`src/rtl/keyed_reset_ctrl.sv`:
```
module keyed_reset_ctrl #(
  parameter int          NUM_LINES = 24,
  parameter bit          HAS_OWNER = 1'b1,
  parameter int          ADDR_W    = 8,
  parameter logic [7:0]  UNLOCK    = 8'h88,
  parameter int          LINE_OFS  = 'h18,
  parameter int          OWN_OFS   = 'hFC
) (
  input  logic                 clk,
  input  logic                 rst_n,
  input  logic                 bus_wr,
  input  logic [ADDR_W-1:0]    bus_addr,
  input  logic [31:0]          bus_wdata,
  output logic [31:0]          bus_rdata,
  output logic [NUM_LINES-1:0] rst_lines
);
  localparam int PADW = 32 - NUM_LINES;
  localparam logic [ADDR_W-1:0] A_LINE = ADDR_W'(LINE_OFS);
  localparam logic [ADDR_W-1:0] A_OWN  = ADDR_W'(OWN_OFS);

  logic [NUM_LINES-1:0] line_q;
  logic [NUM_LINES-1:0] own_q;
  logic                 hit_line, hit_own, key_ok;

  assign hit_line = bus_addr == A_LINE;
  assign hit_own  = bus_addr == A_OWN;
  assign key_ok   = bus_wdata[31:24] == UNLOCK;

  always_ff @(posedge clk or negedge rst_n)
    if (!rst_n)                          line_q <= '0;
    else if (bus_wr && hit_line && key_ok) line_q <= bus_wdata[NUM_LINES-1:0];

  generate
    if (HAS_OWNER) begin : g_own
      always_ff @(posedge clk or negedge rst_n)
        if (!rst_n)                 own_q <= '0;
        else if (bus_wr && hit_own) own_q <= bus_wdata[NUM_LINES-1:0];
      assign rst_lines = line_q & own_q;
    end else begin : g_noown
      assign own_q     = '0;
      assign rst_lines = line_q;
    end
  endgenerate

  always_comb begin
    bus_rdata = '0;
    if (hit_line)     bus_rdata = {{PADW{1'b0}}, line_q};
    else if (hit_own) bus_rdata = {{PADW{1'b0}}, own_q};
  end

  AST_KEYED_LOAD: assert property (@(posedge clk) disable iff (!rst_n)
    bus_wr && hit_line && key_ok |=> line_q == $past(bus_wdata[NUM_LINES-1:0]));
  AST_BAD_KEY_HOLD: assert property (@(posedge clk) disable iff (!rst_n)
    bus_wr && hit_line && !key_ok |=> $stable(line_q) && $stable(rst_lines));
  AST_STRAY_WRITE: assert property (@(posedge clk) disable iff (!rst_n)
    bus_wr && !hit_line && !hit_own |=> $stable(line_q) && $stable(own_q) && $stable(rst_lines));
  AST_OUT_SUBSET: assert property (@(posedge clk) disable iff (!rst_n)
    (rst_lines & ~line_q) == '0);
  AST_OWNER_GATE: assert property (@(posedge clk) disable iff (!rst_n)
    HAS_OWNER |-> (rst_lines & ~own_q) == '0);
endmodule

```
`config.mk`:
```
export PLATFORM = sky130hd
export DESIGN_NAME = keyed_reset_ctrl
export DESIGN_NICKNAME = d
export VERILOG_FILES = /design/src/rtl/keyed_reset_ctrl.sv
export SDC_FILE = /design/constraint.sdc
export NUM_CORES = 1
export LEC_CHECK = 0
export BUFFER_PORTS_ARGS = -buffer_cell sky130_fd_sc_hd__buf_4
export CAP_MARGIN = 15
export CORE_AREA = 2 2 73 75
export DETAILED_ROUTE_END_ITERATION = 10
export DIE_AREA = 0 0 75 77
export PLACE_DENSITY_LB_ADDON = 0.08
export SLEW_MARGIN = 20
export SYNTH_ARGS = -nofsm -noshare
export SYNTH_HDL_FRONTEND = slang
export SYNTH_SLANG_ARGS = --single-unit
```
`constraint.sdc`:
```
create_clock -name clk -period 2.25 [get_ports clk]
set_input_delay 0 -clock clk [delete_from_list [all_inputs] [get_ports clk]]
set_output_delay 0 -clock clk [all_outputs]
set_load 0.01 [all_outputs]
```
=== Word-level counts from Yosys, hierarchy flattened ===
Index checks and enable logic that the tools add are counted.

* Register bits after elaboration: 48
* Output and inout port bits: 56
* Word-level logic and storage cells: 11

* Equal/unequal tests: 3
* Mux-type cells: 2
* Bitwise operators: 1
* Reductions and logical operators: 3

{| class="wikitable"
|+ Operators by type and width
! kind !! count
|-
| $mux 24 || 2
|-
| $and 24x24->24 || 1
|-
| $eq 8x8->1 const B || 2
|-
| $eq 8x5->1 const B || 1
|-
| $logic_and 1x1->1 || 3
|}

=== Longest topological paths before layout ===
Gate-level depths: netlist of run 1.

* Depth in word-level cells: 3
* Gate-level depth with buffers: 6
* Mapped depth without buffers: 4

=== Least setup slack after synthesis of run 1 ===
Ideal clock, no wire load.

* Path type: input port to flip-flop
* From: in bus_addr[2]
* To: reg line_q[0]
* Arrival: 1294 ps
* Required time: 2123 ps
* Setup slack: 828 ps
* Cell stages on the path: 5
* Cells stage by stage: nor4_4 > nand3_1 > nor3_4 > buf_6 > mux2_1

* Cells in the longest elaborated chain, start to end: 3

{| class="wikitable"
|+ RTL lines
! what !! RTL line !! RTL
|-
| start, declared || 12 || <nowiki>input logic [ADDR_W-1:0] bus_addr,</nowiki>
|-
| $eq 8x5->1 || 25 || <nowiki>assign hit_line = bus_addr == A_LINE;</nowiki>
|-
| $logic_and 1x1->1 (2 in a row) || 31 || <nowiki>else if (bus_wr && hit_line && key_ok) line_q <= bus_wdata[NUM_LINES-1:0];</nowiki>
|-
| end signal, assigned || 31 ||
|-
| end, declared || 21 || <nowiki>logic [NUM_LINES-1:0] line_q;</nowiki>
|}

Every way passes these cells.
A chain may end at the register's enable or synchronous reset.

=== Worst setup path after layout of run 1 ===
* From: in bus_wdata[26]
* To: reg line_q[23]

* Cells in the longest elaborated chain, start to end: 2

{| class="wikitable"
|+ RTL lines
! what !! RTL line !! RTL
|-
| start, declared || 13 || <nowiki>input logic [31:0] bus_wdata,</nowiki>
|-
| $eq 8x8->1 || 27 || <nowiki>assign key_ok = bus_wdata[31:24] == UNLOCK;</nowiki>
|-
| $logic_and 1x1->1 || 31 ||
|}

Every way passes these cells.

==> impl_metrics.py, run 1 <==
metrics = {
    "status": {
        "outcome": "finished clean",
    },
    "place": {
        "portBuffers": 90,
        "place_inst": 351,
        "preCtsSetupSlack_ns": 0.582,
        "hpwl_mm": 3.63,
        "gp_routability_congestion": 0.734,
    },
    "global_routing": {
        "grt_pass1_wl_mm": 9.26,
        "grt_antenna_before_repair": 0,
        "grt-ovfl-total": 0,
        "grt_max_degree": 49,
        "track_usage_pct": 20.9,
        "grt_pass1_vias": 1906,
    },
    "sta": {
        "hold_viol": 0,
        "fin_ws_ns": 0.889,
        "setup_violations": 0,
        "final_max_slew_viol_count": 0,
        "maxSlewHeadroom_pct": 59.7,
        "rsz0062_at_grt": "no",
        "min_period_ns": 1.36,
        "setup-tns-final_ns": 0,
        "tightestPinTransition_ns": 0.604,
        "whs_ns": 0.276,
        "fin_skew_ns": 0,
        "period_share_pct": 60.5,
        "max_freq_ghz": 0.735,
    },
    "final_layout": {
        "mostFrequentLayoutCells": "buf_4 (94), dfrtp_1 (48), nor2_1 (25), dlygate4sd3_1 (25)",
        "final_nets": 356,
        "final_cells": 384,
        "mostFrequentLayoutCell": "buf_4",
        "drive_above_1_share_pct": 42.4,
        "diodes": 0,
        "area_growth_pct": 43.2,
    },
    "routing": {
        "drc": 0,
        "routedWlPerCell_um": 14.6,
        "wl_mm": 5.59,
        "drtIter0Drc": 51,
        "firstDrtPassIters": 4,
        "viasPerCell": 4.98,
        "vias": 1911,
        "ant_nets": 0,
    },
    "cts": {
        "clkLatencyLatePin_ns": 0.30,
        "cts_buffers": 5,
        "tritoncts": "built",
        "cts_max_path_buffers": 2,
        "cts_sinks": 48,
        "htreeDepth": 2,
        "post_cts_resized": 0,
        "cts_setup_buffers": 0,
        "cts-root-buf": "clkbuf_8",
        "clk_pin_slew_ns": 0.09,
    },
    "setup_path": {
        "r2r_end": "line_q[12]",
        "r2r_cells": 1,
        "r2r-start": "line_q[12]",
        "regToRegSetupSlack_ns": 1.45,
        "cp.arrival_ns": 1.54,
        "crit_required_ns": 2.43,
        "crit_type": "in -> reg",
        "start_kind": "input pin",
        "path_max_fanout": 24,
        "cp-end-kind": "flop",
        "crit_path_start": "bus_wdata[26]",
    },
    "floorplan": {
        "core_area_um2": 4980,
        "dieArea_um2": 5780,
        "io_pins": 99,
        "die_x_um": 75,
        "rows": 26,
        "initial_utilization_pct": 49.8,
        "die_y_um": 77,
    },
    "yosys": {
        "synthAdderAreaFrac_pct": 0,
        "synth-xor-area-share_pct": 0,
        "yosys_warnings": 0,
        "synthMuxAreaShare_pct": 24.8,
        "synth_edf_count": 0,
        "yosys.area_share.simple_pct": 13.2,
        "async_flop_share_pct": 100,
        "syn_avg_cell_area_um2": 12.4,
        "yosysSeqAreaShare_pct": 48.5,
        "synth_top_flop_cell": "dfrtp_1",
        "syn_area_um2": 2480,
        "syn_inst": 199,
        "ys_seq_elements": 48,
        "synth_top_family_by_area": "multiplexers",
        "synth_compound_area_share_pct": 7.27,
        "synth.distinct_cells": 18,
    },
    "power": {
        "p_per_area_nw_per_um2": 492,
        "power.leakage_nw": 1.84,
        "ir_worst_vdd_uv": 432,
    },
    "min_path": {
        "hp-class": "in -> async",
    },
    "flow_run": {
        "cap_violations": 0,
    },
}
[routing by layer]
metal  vias to the layer above  global-route usage, %  part of all wire (%)
li1                        913                      -                     -
met1                       926                   29.0                    46
met2                        65                   32.6                    48
met3                         7                   3.81                   4.9
met4                         0                   6.96                   1.5
met5                         -                      0                     0
[through the flow]
stage | instance area [um2] | total power [W] | util [%]
after global placement | 3170 | 0.00105 | 63.7
after CTS | 3550 | 0.00176 | 71.3
after global routing | 3550 | 0.00181 | 71.3
final | 3550 | 0.00175 | 71.3
after detailed placement | 3170 | 0.00106 | 63.7
after floorplan | 2500 | 0.000971 | -
[cells by family (layout without fill, tap and decap cells)]
group | Yosys count | in the layout
buf+inv | 21 | 129
flops | 48 | 48
other cells | 1 | 8
mux | 48 | 48
simple gates | 57 | 57
compound gates | 24 | 24
[worst max path at each step]
stage	endpoint	slack (ns)	cells past startpoint
after floorplan	line_q[0]	0.83	5
after global placement	line_q[15]	0.57	6
after detailed placement	line_q[16]	0.58	6
after CTS	line_q[23]	0.91	6
after global routing	line_q[10]	0.77	6
final	line_q[23]	0.89	6
[repair_timing]
item / in CTS / in global routing
setup endpoints to repair: 0 / 0
endpoints found under the hold margin: 96 / 0
hold buffers: 25 / 0
[power by group]
part / switching (W) / internal, W
combinational: 0.0000673 / 0.000106
sequential: 0.0000155 / 0.000883
clock: 0.000282 / 0.000392
[critical path, stage by stage]
cell and delay [ns]:
buf_4 0.10, nor4b_1 0.39, nand3_1 0.19, nor3_4 0.13
buf_4 0.35, mux2_2 0.37
[registers in the layout (all words and copies together), names as in the netlist]
name,count
line_q,24
own_q,24
[Yosys cell counts, types with 2 or more instances]
library cell / number / area (um2)
dfrtp_1: 48 / 1200
nor2_1: 25 / 93.8
a22oi_1: 24 / 180
and2_1: 24 / 150
mux2_1: 20 / 225
mux2_4: 20 / 300
buf_4: 9 / 67.6
mux2_2: 8 / 90.1
clkbuf_1: 6 / 22.5
buf_6: 5 / 56.3
nand3_1: 2 / 10.0
nor4b_1: 2 / 17.5
[area by class of cell]
| cell class | count | area (um2) |
|---|---|---|
| tap | 70 | 87.6 |
| timing repair buffer | 120 | 976 |
| clock inverter | 1 | 30.0 |
| sequential | 48 | 1200 |
| fill | 382 | 1430 |
| clock buffer | 7 | 96.3 |
| multi-input combinational | 137 | 1150 |
| inverter | 1 | 3.75 |
(Power assumes the default switching activity.)
==> inputs of run 2 (changes only) <==
- CORE_AREA: 2 2 73 75 -> 2 2 75 77
- DIE_AREA: 0 0 75 77 -> 0 0 77 79
- clock period: 2.25 -> 1.4 ns (I/O delays scaled with it)
==> run 2 against run 1 <==
Compared with the run above: combinational power grew 61%; sequential power grew 60%; critical endpoint unchanged; critical path depth is the same; clock power grew 19%; worst setup slack lost 0.66 ns; die area grew 5.3%; design area is essentially flat; sequential cell count is the same; register-to-register slack lost 0.86 ns; final cell count grew 1.3%; first-iteration DRC count grew 24%; utilization shrank 4.8 points.
==> impl_metrics.py, run 2 (synthesis results as in run 1) <==
metrics = {
    "routing": {
        "met3_wirelength_um": 255,
        "dr_wl_met2_mm": 2.63,
        "firstDrtPassIters": 3,
        "wl_mm": 5.41,
        "drtIter0Drc": 63,
        "drc": 0,
        "viasPerCell": 4.84,
        "vias": 1884,
        "top_layer_used": "met4",
        "routedWlPerCell_um": 13.9,
        "ant_nets": 0,
        "wl_met1_mm": 2.47,
    },
    "floorplan": {
        "die_y_um": 79,
        "initial_utilization_pct": 46.4,
        "rows": 27,
        "io_pins": 99,
        "core_area_um2": 5340,
        "dieArea_um2": 6080,
        "die_x_um": 77,
    },
    "cts": {
        "htreeDepth": 2,
        "cts_max_path_buffers": 2,
        "post_cts_resized": 0,
        "cts_sinks": 48,
        "cts-root-buf": "clkbuf_8",
        "clkLatencyLatePin_ns": 0.30,
        "cts_setup_buffers": 0,
        "clk_pin_slew_ns": 0.08,
        "tritoncts": "built",
        "cts_buffers": 5,
    },
    "final_layout": {
        "area_growth_pct": 43.2,
        "mostFrequentLayoutCell": "buf_4",
        "multiInputGateArea_um2": 1160,
        "seqCellArea_um2": 1200,
        "fill_cells": 457,
        "top_regs": "line_q: 24 flops, own_q: 24 flops",
        "mostFrequentLayoutCells": "buf_4 (96), dfrtp_1 (48), nor2_1 (25), dlygate4sd3_1 (25)",
        "diodes": 0,
        "drive_above_1_share_pct": 42.6,
        "final_nets": 359,
    },
    "setup_path": {
        "path_max_fanout": 21,
        "crit_type": "in -> reg",
        "regToRegSetupSlack_ns": 0.59,
        "r2r-start": "line_q[4]",
        "critPathSlowestCell": "nor4b_1",
        "cp-end-kind": "flop",
        "r2r_end": "line_q[4]",
        "crit_chain": "buf_4, nor4b_1, nand3_1, nor3_4, buf_12, mux2_2",
        "r2r_cells": 1,
        "critical-path-max-stage-delay_ns": 0.34,
        "crit_required_ns": 1.58,
        "cp.arrival_ns": 1.35,
        "start_kind": "input pin",
    },
    "sta": {
        "min_period_ns": 1.17,
        "rsz0062_at_grt": "no",
        "tightestPinTransition_ns": 0.596,
        "final_max_slew_viol_count": 0,
        "setup_violations": 0,
        "hold_viol": 0,
        "period_share_pct": 83.6,
        "maxSlewHeadroom_pct": 60.3,
        "setup-tns-final_ns": 0,
        "fin_skew_ns": 0,
        "whs_ns": 0.245,
        "max_freq_ghz": 0.854,
    },
    "status": {
        "outcome": "finished clean",
    },
    "power": {
        "ir_worst_vdd_uv": 434,
        "power.leakage_nw": 1.83,
        "p_per_area_nw_per_um2": 711,
        "finalPower_w": 0.00252,
    },
    "min_path": {
        "hp-class": "in -> async",
    },
    "flow_run": {
        "cap_violations": 0,
    },
    "place": {
        "gp_routability_congestion": 0.716,
        "hpwl_mm": 3.51,
        "portBuffers": 90,
    },
    "global_routing": {
        "grt_antenna_before_repair": 0,
        "grt_max_degree": 49,
        "track_usage_pct": 18.4,
        "grt_pass1_wl_mm": 8.98,
        "grt_pass1_vias": 1855,
        "grt-ovfl-total": 0,
    },
}
run 2: routing by layer:
layer	GRT usage [%]	up-vias
met5	0	-
met4	4.29	0
met3	3.75	6
met2	32.2	53
met1	23.7	906
li1	-	919
run 2: final cells by class:
cell class | count | share of cell area, %
Clock buffer | 7 | 2.15
Clock inverter | 1 | 0.247
Inverter | 1 | 0.106
Multi-Input combinational cell | 137 | 32.6
Sequential cell | 48 | 33.9
Tap cell | 72 | 2.54
Timing Repair Buffer | 123 | 28.5
run 2: worst max path at each step:
stage | from | to | slack [ns] | cells past startpoint
after floorplan | bus_addr[2] | line_q[0] | -0.02 | 5
after global placement | bus_wdata[25] | line_q[15] | -0.1 | 6
after detailed placement | bus_wdata[25] | line_q[16] | -0.09 | 6
after CTS | bus_wdata[25] | line_q[23] | 0.23 | 6
after global routing | bus_wdata[26] | line_q[5] | 0.13 | 6
final | bus_wdata[25] | line_q[23] | 0.23 | 6
run 2: metrics by stage:
| step | util [%] | std cells | area [um2] | setup WS [ns] |
|---|---|---|---|---|
| 2_1_floorplan | - | 206 | 2510 | -0.0216 |
| 3_3_place_gp | 60.2 | 356 | 3210 | -0.0953 |
| 3_5_place_dp | 60.2 | 356 | 3210 | -0.0938 |
| 4_1_cts | 66.5 | 389 | 3550 | 0.226 |
| 5_1_grt | 66.5 | 389 | 3550 | 0.126 |
| 6_report | 66.5 | 389 | 3550 | 0.229 |
run 2: report_power, final:
| group | internal [W] | total [W] | switching [W] |
|---|---|---|---|
| Combinational | 0.000172 | 0.000279 | 0.000107 |
| Sequential | 0.00142 | 0.00144 | 0.0000242 |
| Clock | 0.000357 | 0.000801 | 0.000444 |
run 2: timing repair:
item | 4_1_cts | 5_1_grt
hold endpoints to repair | 96 | 0
hold buffers | 25 | 0
setup endpoints to repair | 0 | 0
run 2: critical path, delay by kind of cell:
kind	cells	cell delay, ns
AND/OR/NAND/NOR	3	0.70
multiplexers	1	0.34
buffers and inverters	2	0.32
